==> config.mk <==
export PLATFORM = sky130hd
export DESIGN_NAME = node_bus_bridge
export DESIGN_NICKNAME = d
export VERILOG_FILES = /design/src/rtl/node_bus_bridge.sv
export SDC_FILE = /design/constraint.sdc
export NUM_CORES = 1
export LEC_CHECK = 0
export BUFFER_PORTS_ARGS = -buffer_cell sky130_fd_sc_hd__buf_2
export CAP_MARGIN = 20
export CORE_MARGIN = 8
export CORE_UTILIZATION = 56
export CTS_CLUSTER_SIZE = 40
export DETAILED_ROUTE_END_ITERATION = 6
export PLACE_DENSITY_LB_ADDON = 0.05
export SLEW_MARGIN = 20
export SYNTH_ARGS = -nofsm -noshare
export SYNTH_HDL_FRONTEND = slang
export SYNTH_SLANG_ARGS = --single-unit
==> constraint.sdc <==
create_clock -name clk -period 6 [get_ports clk]
set_input_delay 1.2 -clock clk [delete_from_list [all_inputs] [get_ports clk]]
set_output_delay 1.2 -clock clk [all_outputs]
set_load 0.05 [all_outputs]
==> src/rtl/node_bus_bridge.sv <==
module node_bus_bridge #(
  parameter int R_W   = 2,
  parameter int S_W   = 2,
  parameter int P_W   = 2,
  parameter int OFF_W = 10,
  parameter int D_W   = 32,
  localparam int ID_W  = R_W + S_W + P_W,
  localparam int AW    = ID_W + OFF_W,
  localparam int PKT_W = 2 + 2*ID_W + OFF_W + D_W
) (
  input  logic             clk,
  input  logic             rst_n,
  input  logic [R_W-1:0]   my_ring,
  input  logic [S_W-1:0]   my_station,
  input  logic [P_W-1:0]   my_slot,
  input  logic             cpu_req,
  input  logic             cpu_we,
  input  logic [AW-1:0]    cpu_addr,
  input  logic [D_W-1:0]   cpu_wdata,
  output logic             cpu_busy,
  output logic             cpu_done,
  output logic [D_W-1:0]   cpu_rdata,
  output logic             mem_req,
  output logic             mem_we,
  output logic [OFF_W-1:0] mem_addr,
  output logic [D_W-1:0]   mem_wdata,
  input  logic             mem_ack,
  input  logic [D_W-1:0]   mem_rdata,
  output logic             out_valid,
  input  logic             out_ready,
  output logic [PKT_W-1:0] out_pkt,
  input  logic             in_valid,
  output logic             in_ready,
  input  logic [PKT_W-1:0] in_pkt
);

  typedef enum logic [1:0] {C_IDLE, C_LOCAL, C_SEND, C_WAIT} cpu_st_t;

  logic [ID_W-1:0] my_id;
  assign my_id = {my_ring, my_station, my_slot};

  logic             in_kind, in_we;
  logic [ID_W-1:0]  in_dst, in_src;
  logic [OFF_W-1:0] in_off;
  logic [D_W-1:0]   in_data;
  assign in_kind = in_pkt[PKT_W-1];
  assign in_we   = in_pkt[PKT_W-2];
  assign in_dst  = in_pkt[PKT_W-3 -: ID_W];
  assign in_src  = in_pkt[PKT_W-3-ID_W -: ID_W];
  assign in_off  = in_pkt[OFF_W+D_W-1 -: OFF_W];
  assign in_data = in_pkt[D_W-1:0];

  cpu_st_t          cst;
  logic             c_we;
  logic [ID_W-1:0]  c_dst;
  logic [OFF_W-1:0] c_off;
  logic [D_W-1:0]   c_wdata;

  logic             st_v, st_we;
  logic [ID_W-1:0]  st_src;
  logic [OFF_W-1:0] st_off;
  logic [D_W-1:0]   st_data;

  logic             rsp_v;
  logic [PKT_W-1:0] rsp_pkt;

  logic mhold, mhold_st, ohold, ohold_rsp;

  assign cpu_busy = (cst != C_IDLE);
  assign in_ready = in_kind | ~st_v;

  logic st_take, rsp_take, cpu_take, cpu_local;
  assign st_take   = in_valid & ~in_kind & ~st_v & (in_dst == my_id);
  assign rsp_take  = in_valid & in_kind & (in_dst == my_id) & (cst == C_WAIT);
  assign cpu_take  = cpu_req & (cst == C_IDLE);
  assign cpu_local = (cpu_addr[AW-1:OFF_W] == my_id);

  logic st_want, cpu_want, g_st, g_cpu;
  assign st_want  = st_v & ~rsp_v;
  assign cpu_want = (cst == C_LOCAL);
  assign g_st     = mhold ? mhold_st  : st_want;
  assign g_cpu    = mhold ? ~mhold_st : (~st_want & cpu_want);

  assign mem_req   = g_st | g_cpu;
  assign mem_we    = g_st ? st_we   : c_we;
  assign mem_addr  = g_st ? st_off  : c_off;
  assign mem_wdata = g_st ? st_data : c_wdata;

  logic             req_v, sel_rsp;
  logic [PKT_W-1:0] req_pkt;
  assign req_v   = (cst == C_SEND);
  assign req_pkt = {1'b0, c_we, c_dst, my_id, c_off, c_wdata};
  assign sel_rsp = ohold ? ohold_rsp : rsp_v;
  assign out_valid = rsp_v | req_v;
  assign out_pkt   = sel_rsp ? rsp_pkt : req_pkt;

  always_ff @(posedge clk) begin
    if (!rst_n) begin
      mhold     <= 1'b0;
      mhold_st  <= 1'b0;
      ohold     <= 1'b0;
      ohold_rsp <= 1'b0;
    end else begin
      mhold     <= mem_req & ~mem_ack;
      mhold_st  <= g_st;
      ohold     <= out_valid & ~out_ready;
      ohold_rsp <= sel_rsp;
    end
  end

  always_ff @(posedge clk) begin
    if (!rst_n) begin
      st_v    <= 1'b0;
      st_we   <= 1'b0;
      st_src  <= '0;
      st_off  <= '0;
      st_data <= '0;
      rsp_v   <= 1'b0;
      rsp_pkt <= '0;
    end else begin
      if (st_take) begin
        st_v    <= 1'b1;
        st_we   <= in_we;
        st_src  <= in_src;
        st_off  <= in_off;
        st_data <= in_data;
      end
      if (g_st && mem_ack) begin
        st_v    <= 1'b0;
        rsp_v   <= 1'b1;
        rsp_pkt <= {1'b1, st_we, st_src, my_id, st_off, st_we ? st_data : mem_rdata};
      end else if (rsp_v && sel_rsp && out_ready) begin
        rsp_v <= 1'b0;
      end
    end
  end

  always_ff @(posedge clk) begin
    if (!rst_n) begin
      cst       <= C_IDLE;
      c_we      <= 1'b0;
      c_dst     <= '0;
      c_off     <= '0;
      c_wdata   <= '0;
      cpu_done  <= 1'b0;
      cpu_rdata <= '0;
    end else begin
      cpu_done <= 1'b0;
      unique case (cst)
        C_IDLE: if (cpu_take) begin
          c_we    <= cpu_we;
          c_dst   <= cpu_addr[AW-1:OFF_W];
          c_off   <= cpu_addr[OFF_W-1:0];
          c_wdata <= cpu_wdata;
          cst     <= cpu_local ? C_LOCAL : C_SEND;
        end
        C_LOCAL: if (g_cpu && mem_ack) begin
          cpu_rdata <= mem_rdata;
          cpu_done  <= 1'b1;
          cst       <= C_IDLE;
        end
        C_SEND: if (!sel_rsp && out_ready) cst <= C_WAIT;
        C_WAIT: if (rsp_take) begin
          cpu_rdata <= in_data;
          cpu_done  <= 1'b1;
          cst       <= C_IDLE;
        end
        default: cst <= C_IDLE;
      endcase
    end
  end

  assert_out_stable_R9: assert property (@(posedge clk) disable iff (!rst_n)
    out_valid && !out_ready |=> out_valid && $stable(out_pkt));

  assert_mem_owner_R8: assert property (@(posedge clk) disable iff (!rst_n)
    mem_req && !mem_ack |=> mem_req && $stable(mem_addr) && $stable(mem_we));

  assert_req_while_busy_R5: assert property (@(posedge clk) disable iff (!rst_n)
    out_valid && !out_pkt[PKT_W-1] |-> cpu_busy);

  assert_done_single_R6: assert property (@(posedge clk) disable iff (!rst_n)
    cpu_done |=> !cpu_done);

  assert_done_frees_R5: assert property (@(posedge clk) disable iff (!rst_n)
    cpu_done |-> !cpu_busy);

endmodule

==> results.yml, run 1 <==
drt:
  drt_iter0_markers: 446
  vias: 8112
  via_per_inst: 5.54
  drtAntennaViolNets: 0
  drt-wirelength-per-cell_um: 18.7
  route.detailed.drc: 0
  routed_wl_um: 27400
  first_pass_iters: 5
sta:
  report.final.setup_viol: 0
  finalCritPeriodShare_pct: 68.2
  tightest_slew_ns: 1.00
  rsz0062_at_grt: "false"
  maxSlewViolCount: 0
  hold_violations: 0
  layout_setup_ws_ns: 1.91
  clock_skew_ns: 0.0126
  period_needed_ns: 4.09
  fin_tns_setup_ns: 0
  max_freq_mhz: 244
  slew_headroom_pct: 31.8
cts:
  cts_tree: "yes"
  root_buffer: "clkbuf_16"
  cts.repair.resized: 0
  clock_path_buffers: 2
  post_cts_buffers: 0
  numCtsBuffers: 17
  clkSinkCount: 195
  clk_latency_ns: 0.43
  htreeDepth: 4
  cts.clk_slew.worst_paths_ns: 0.07
  postCtsHoldBufs: 0
logic_synthesis:
  synth_seq_cells: 195
  yosysSeqAreaShare_pct: 42.6
  syn_area_per_cell_um2: 9.14
  yosysTopAreaCell: "dfxtp_1"
  synth_flop_cell: "dfxtp_1"
  syn_nets: 1151
  yosysWarningCount: 0
  synthDistinctLibCells: 37
  syn_area_mm2: 0.00916
  synth_edf_count: 0
  async_reset_ff_share_pct: 0
  synth.area.top_cells: "dfxtp_1, mux2_2, nand2_1"
  synth_top_area_share_pct: 42.6
  netlist_instances: 1002
global_routing:
  grt_pass1_vias: 7979
  grt.busiest_layer: "met2"
  antenna_found_initial: 7
  grt_pass1_wl_um: 41800
  track_usage_pct: 25.8
  met1_usage_pct: 30.5
  grt_max_degree: 111
  overflow: 0
  use_met3_pct: 6.27
  use_met2_pct: 43.7
worst_setup_path:
  worstSetupPathType: "flip-flop to primary output"
  timing.rr.start: "cst[1]$_SDFFE_PN0P_"
  critPathLaunchType: "flip-flop"
  required_ns: 4.80
  crit_fanout: 35
  reg2reg_setup_slack_ns: 2.73
  cp-startpoint: "ohold$_SDFF_PN0_"
  cp_data_arrival_time_ns: 2.89
  critPathCaptureType: "primary output"
die:
  die_w_um: 144
  start_util_pct: 57.5
  core_area_mm2: 0.0159
  die_area_mm2: 0.0207
  die_h_um: 144
  ios: 285
  placementRows: 46
placed_design:
  place.gp.congestion: 0.809
  dpl-instance-area_mm2: 0.0106
  pre_cts_ws_ns: 2.34
  hpwlAfterDp_um: 18800
  port_buffers: 284
power_and_ir_drop:
  ir_worst_vdd_mv: 0.208
  p_per_area_mw_per_mm2: 280
  p_leak_uw: 0.00557
hold_path:
  worstHoldPathType: "flip-flop to flip-flop"
  hp-start: "st_src[3]$_SDFFE_PN0P_"
status:
  status: "finished, final reports clean"
finish:
  nets: 1378
  final_layout_size_suffix_gt1_share_pct: 35.3
  register_area_mm2: 0.00391
  area_growth_pct: 22.9
  n_fill_cell: 1355
  multi_input_area_mm2: 0.00488
  final_area_mm2: 0.0113
  layout_commonest_cell: "buf_2"
  layout_common_cells: "buf_2, nand2_1, dfxtp_1"
flow_run:
  maxCapViolations: 0
-- logic make-up after synthesis --
logic type / count (synthesis) / share of synthesized area (%)
simple gates: 308 / 14.2
compound gates: 229 / 18.4
flops: 195 / 42.6
mux: 164 / 19.3
buf+inv: 96 / 4.56
xor+xnor: 10 / 0.956
-- synth_stat cells (all sizes together), types with 2 or more instances --
cell type and number:
nor3 3, mux2 99, nand2b 3, dfxtp 195, nor2b 4, nand4 3
inv 7, xnor2 8, o211a 65, and2 3, nor2 2, and3 2
a21boi 73, xor2 2, o21ai 83, mux2i 65, buf 30, nand3 51
clkbuf 59, nand2 232
-- path summary, 6_finish.rpt --
path | to | depth (start not counted)
hold / removal | st_src[3]$_SDFFE_PN0P_ | 2
setup reg to reg | cpu_rdata[12]$_SDFFE_PN0P_ | 8
setup / recovery | out_pkt[52] | 4
hold reg to reg | st_src[3]$_SDFFE_PN0P_ | 2
-- metrics by stage --
step | hold WS (ns) | total power, uW | util [%] | std cells
global route | 0.486 | 3270 | 70.6 | 1462
finish | 0.452 | 3160 | 70.6 | 1464
floorplan | 0.429 | 1800 | - | 1002
detailed placement | 0.442 | 1970 | 66.5 | 1426
global placement | 0.436 | 1960 | 66.5 | 1426
CTS | 0.451 | 3170 | 70.5 | 1457
-- routing by layer --
layer	wire [um]	share of wire [%]	vias to the layer above
li1	-	-	3947
met1	11400	42	3845
met2	13200	48	275
met3	2120	7.8	41
met4	691	2.5	4
met5	18	0.066	-
-- worst max-delay path: stages, from the launching register on --
cell and delay, ns:
dfxtp_1 0.38, mux2i_4 0.85, buf_4 0.57, mux2_2 0.40, buf_2 0.21
-- area by class of cell --
cell class                 count  share of cell area [%]
multi-input combinational    711                    43.3
sequential                   195                    34.7
timing repair buffer         297                    13.5
clock buffer                  19                    4.02
tap                          216                    2.40
clock inverter                12                    1.61
inverter                       7                   0.233
antenna                        7                   0.156
-- where the power goes --
group	total, uW	switching, uW	internal [uW]
clock network	1220	500	719
logic	572	395	177
registers	1370	32.3	1330
total	3160	927	2230
-- sequential cells by signal, indices dropped and copies added, names as in the netlist, 2 cells and up --
name       cells
c_dst          6
st_off        10
c_wdata       32
cst            2
cpu_rdata     32
st_src         6
rsp_pkt       56
st_data       32
c_off         10
(Power assumes the default switching activity.)
==> run 2, diff against run 1 <==
--- a/config.mk
+++ b/config.mk
@@ -8,7 +8,7 @@
 export BUFFER_PORTS_ARGS = -buffer_cell sky130_fd_sc_hd__buf_2
 export CAP_MARGIN = 20
 export CORE_MARGIN = 8
-export CORE_UTILIZATION = 56
+export CORE_UTILIZATION = 52
 export CTS_CLUSTER_SIZE = 40
 export DETAILED_ROUTE_END_ITERATION = 6
 export PLACE_DENSITY_LB_ADDON = 0.05
==> constraint.sdc (replaced) <==
create_clock -name clk -period 3.9 [get_ports clk]
set_input_delay 0.78 -clock clk [delete_from_list [all_inputs] [get_ports clk]]
set_output_delay 0.78 -clock clk [all_outputs]
set_load 0.05 [all_outputs]
==> results.yml, run 2 (same netlist as run 1, synthesis figures left out) <==
status:
  status: "finished, final reports clean"
finish:
  n_fill_cell: 1521
  largest_register: "rsp_pkt"
  finalCoreUtilization_pct: 65.6
  layout_commonest_cell: "buf_2"
  nets: 1383
  largest_register_ffs: 56
  final_layout_size_suffix_gt1_share_pct: 35.4
  area_growth_pct: 23.4
  layout_common_cells: "buf_2, nand2_1, dfxtp_1"
power_and_ir_drop:
  switchingPower_uw: 1440
  seqPwrFrac_pct: 43.9
  intPower_uw: 3360
  p_per_area_mw_per_mm2: 424
  p_total_uw: 4790
  ir_worst_vdd_mv: 0.317
  sw_frac_of_total_pct: 30.0
  p_comb_share_pct: 18.4
  pwr-share-clk_pct: 37.6
  p_leak_uw: 0.00560
global_routing:
  grt_pass1_vias: 8165
  overflow: 0
  antenna_found_initial: 5
  track_usage_pct: 24.8
  grt.busiest_layer: "met2"
  grt_max_degree: 94
  met1_usage_pct: 30.6
  grt_pass1_wl_um: 43900
  use_met2_pct: 40.5
  use_met3_pct: 6.92
worst_setup_path:
  reg2reg_setup_slack_ns: 1.39
  timing.rr.start: "cst[1]$_SDFFE_PN0P_"
  crit_top_cell: "mux2_2"
  worstPathCellList: "nor2b_1, mux2_2, buf_4, mux2_2, buf_2"
  timing.rr.end: "cpu_rdata[3]$_SDFFE_PN0P_"
  critPathCaptureType: "primary output"
  r2r_cells: 6
  crit_fanout: 22
  critPathLaunchType: "flip-flop"
  required_ns: 3.12
  crit_path_max_incr_delay_ns: 0.61
  cp_data_arrival_time_ns: 2.62
  worstSetupPathType: "flip-flop to primary output"
  crit_slowest_cell: "mux2_2"
die:
  die_h_um: 149
  placementRows: 48
  die_w_um: 149
  die_area_mm2: 0.0221
  core_area_mm2: 0.0172
  ios: 285
  start_util_pct: 53.2
sta:
  tightest_slew_ns: 0.987
  slew_headroom_pct: 34.1
  maxSlewViolCount: 0
  finalCritPeriodShare_pct: 87.2
  report.final.setup_viol: 0
  max_freq_mhz: 294
  fin_tns_setup_ns: 0
  rsz0062_at_grt: "false"
  period_needed_ns: 3.40
  hold_violations: 0
  clock_skew_ns: 0.00993
  hold_slack_ns: 0.454
drt:
  route.detailed.drc: 0
  via_per_inst: 5.50
  first_pass_iters: 5
  routed_wl_um: 28000
  vias: 8124
  drtAntennaViolNets: 0
  drt_iter0_markers: 532
  drt-wirelength-per-cell_um: 19.0
placed_design:
  port_buffers: 284
  place.gp.congestion: 0.837
  hpwlAfterDp_um: 19400
cts:
  clkSinkCount: 195
  postCtsHoldBufs: 0
  cts.repair.resized: 0
  cts_tree: "yes"
  root_buffer: "clkbuf_16"
  clk_latency_ns: 0.43
  post_cts_buffers: 0
  clock_path_buffers: 2
  htreeDepth: 4
  numCtsBuffers: 17
  cts.clk_slew.worst_paths_ns: 0.07
hold_path:
  hold_end: "st_src[2]$_SDFFE_PN0P_"
  hold_path_depth: 2
  hp-start: "st_src[2]$_SDFFE_PN0P_"
  worstHoldPathType: "flip-flop to flip-flop"
flow_run:
  maxCapViolations: 0
run 2: final cells by class:
| class | count | area, um^2 | area share [%] |
|---|---|---|---|
| tap | 225 | 282 | 2.49 |
| antenna | 4 | 10.0 | 0.0885 |
| sequential | 195 | 3910 | 34.5 |
| multi-input combinational | 711 | 4880 | 43.2 |
| timing repair buffer | 302 | 1600 | 14.1 |
| clock inverter | 12 | 158 | 1.39 |
| clock buffer | 20 | 447 | 3.95 |
| inverter | 7 | 26.3 | 0.232 |
run 2: worst max-delay path by stage:
| stage | from | to | slack [ns] | cells after the start |
|---|---|---|---|---|
| final | st_v$_SDFFE_PP0P_ | mem_wdata[1] | 0.50 | 5 |
| after global routing | st_v$_SDFFE_PP0P_ | mem_wdata[11] | 0.33 | 5 |
| after CTS | st_v$_SDFFE_PP0P_ | mem_wdata[1] | 0.48 | 5 |
| after detailed placement | st_v$_SDFFE_PP0P_ | mem_wdata[1] | 0.96 | 5 |
| after global placement | st_v$_SDFFE_PP0P_ | mem_wdata[7] | 1.05 | 5 |
| after floorplan | ohold$_SDFF_PN0_ | out_pkt[37] | 1.45 | 4 |
run 2: per-stage QoR:
step                      worst slack, ns  cell area [um^2]  cells
after floorplan                      1.45              9160   1002
after detailed placement            0.960             10700   1440
after global routing                0.332             11300   1476
final                               0.498             11300   1476
after CTS                           0.483             11300   1472
after global placement               1.05             10700   1440
run 2: routing by layer:
metal	routed length [um]	share of wire [%]
met1	12000	43
met2	13100	47
met3	2110	7.5
met4	807	2.9
met5	13	0.046
run 2: power by group through the flow:
stage          clock, uW  combinational [uW]  sequential (uW)
2_1_floorplan          0                 583             2180
3_3_place_gp           0                 880             2150
3_5_place_dp           0                 887             2150
4_1_cts             1830                 890             2100
5_1_grt             1930                 940             2110
6_report            1800                 884             2100
run 2: worst max-delay path: cells and delay by family, from the launching register on:
family | cells | cell delay [ns]
muxes | 2 | 0.99
buffers and inverters | 2 | 0.62
DFF | 1 | 0.37
and+or+nand+nor | 1 | 0.19
==> run 3, diff against run 2 <==
==> constraint.sdc (replaced) <==
create_clock -name clk -period 3.9 [get_ports clk]
set_input_delay 0.195 -clock clk [delete_from_list [all_inputs] [get_ports clk]]
set_output_delay 0.195 -clock clk [all_outputs]
set_load 0.05 [all_outputs]
==> results.yml, run 3 (same netlist as run 1, synthesis figures left out) <==
drt:
  drtAntennaViolNets: 0
  dr_wl_met3_um: 2170
  vias: 8026
  routed_wl_um: 27400
  drt-wirelength-per-cell_um: 18.5
  top_layer: "met5"
  wl_met1_um: 11800
  route.detailed.drc: 0
  via_per_inst: 5.40
  first_pass_iters: 5
  dr_wl_met2_um: 13100
  drt_iter0_markers: 481
cts:
  htreeDepth: 4
  clock_path_buffers: 2
  post_cts_buffers: 0
  cts.repair.resized: 0
  clk_latency_ns: 0.43
  numCtsBuffers: 17
  cts.clk_slew.worst_paths_ns: 0.07
  cts_tree: "yes"
  clkSinkCount: 195
  root_buffer: "clkbuf_16"
worst_setup_path:
  critPathLaunchType: "flip-flop"
  required_ns: 3.70
  worstSetupPathType: "flip-flop to primary output"
  crit_fanout: 25
  critPathCaptureType: "primary output"
  cp_num_buf_inv: 2
  worstPathCellList: "nor2b_1, mux2_2, buf_4, mux2_2, buf_2"
  crit_top_cell: "mux2_2"
  cp_data_arrival_time_ns: 2.77
  crit_slowest_cell: "mux2_2"
  crit_path_max_incr_delay_ns: 0.69
  crit_family: "multiplexers"
finish:
  layout_commonest_cell: "buf_2"
  final_layout_size_suffix_gt1_share_pct: 34.6
  register_area_mm2: 0.00391
  nets: 1397
  layout_common_cells: "buf_2, nand2_1, dfxtp_1"
  largest_register_ffs: 56
  largest_register: "rsp_pkt"
  n_fill_cell: 1503
  area_growth_pct: 25.1
  multi_input_area_mm2: 0.00488
die:
  die_w_um: 149
  die_h_um: 149
  core_area_mm2: 0.0172
  ios: 285
  die_area_mm2: 0.0221
  placementRows: 48
  start_util_pct: 53.2
global_routing:
  grt_pass1_vias: 8116
  track_usage_pct: 24.3
  grt_max_degree: 115
  grt_pass1_wl_um: 43400
  antenna_found_initial: 2
  overflow: 0
power_and_ir_drop:
  p_comb_share_pct: 18.7
  switchingPower_uw: 1420
  p_total_uw: 4860
  p_per_area_mw_per_mm2: 424
  p_leak_uw: 0.00566
  pwr-share-clk_pct: 38.2
  intPower_uw: 3440
  ir_worst_vdd_mv: 0.361
  sw_frac_of_total_pct: 29.2
  seqPwrFrac_pct: 43.0
status:
  status: "finished, final reports clean"
sta:
  fin_tns_setup_ns: 0
  hold_violations: 0
  clock_skew_ns: 0.00844
  slew_headroom_pct: 35.6
  rsz0062_at_grt: "false"
  hold_slack_ns: 0.00542
  max_freq_mhz: 337
  period_needed_ns: 2.97
  maxSlewViolCount: 0
  finalCritPeriodShare_pct: 76.2
  tightest_slew_ns: 0.963
  report.final.setup_viol: 0
placed_design:
  hpwlAfterDp_um: 18500
  place.gp.congestion: 0.795
  port_buffers: 284
flow_run:
  maxCapViolations: 0
hold_path:
  worstHoldPathType: "input pin to flip-flop"
## run 3: cell types whose count changed in the layout (fill, tap and decap cells not counted), sizes merged
cell,delta
clkinvlp,-2
clkinv,-2
dlygate4sd3,+21
bufinv,+1
buf,-7
diode,-2
inv,+1
## run 3: metrics by stage
stage / instances / setup WS [ns] / utilization (%) / instance area (um^2)
after floorplan: 1002 / 2.03 / - / 9160
after global placement: 1433 / 1.29 / 61.7 / 10600
after detailed placement: 1433 / 1.33 / 61.7 / 10600
after CTS: 1483 / 0.909 / 66.4 / 11400
after global routing: 1485 / 0.798 / 66.5 / 11500
final: 1486 / 0.930 / 66.5 / 11500
## run 3: power by group through the flow
stage	registers, uW	clock network (uW)	logic, uW
3_3_place_gp	2130	0	895
2_1_floorplan	2180	0	583
3_5_place_dp	2140	0	898
6_report	2090	1860	910
4_1_cts	2090	1880	916
5_1_grt	2100	1970	968
## run 3: worst min-delay path, delay by kind of cell
kind / cells / cell delay [ns]
compound gates: 1 / 0.06
buf+inv: 1 / 0.09
simple gates: 1 / 0.05
## run 3: what timing repair did
action / 4_1_cts / 5_1_grt
hold buffers: 20 / 1
endpoints found under the hold margin: 20 / 1
setup endpoints to repair: 0 / 0
## run 3: final timing paths
| check | start | endpoint | slack, ns | cells after the start |
|---|---|---|---|---|
| max reg2reg | st_v$_SDFFE_PP0P_ | rsp_pkt[22]$_SDFFE_PN0P_ | 1.31 | 5 |
| max | st_v$_SDFFE_PP0P_ | mem_wdata[31] | 0.93 | 5 |
| min | in_pkt[19] | st_data[19]$_SDFFE_PN0P_ | 0.005 | 3 |
| min reg2reg | st_src[1]$_SDFFE_PN0P_ | st_src[1]$_SDFFE_PN0P_ | 0.45 | 2 |
## run 3: area by class of cell
| cell class | count | share of cell area (%) |
|---|---|---|
| multi-input cells | 711 | 42.6 |
| diodes | 2 | 0.0437 |
| flip-flops and latches | 195 | 34.1 |
| repair buffers | 316 | 15.2 |
| clock inverters | 10 | 1.36 |
| well taps | 225 | 2.46 |
| clock buffers | 20 | 3.98 |
| inverters | 7 | 0.229 |
## run 3: per-layer routing
layer | vias up | track usage (%)
li1 | 3980 | -
met1 | 3787 | 29.1
met2 | 234 | 40.8
met3 | 23 | 8.56
met4 | 2 | 6.01
met5 | - | 0
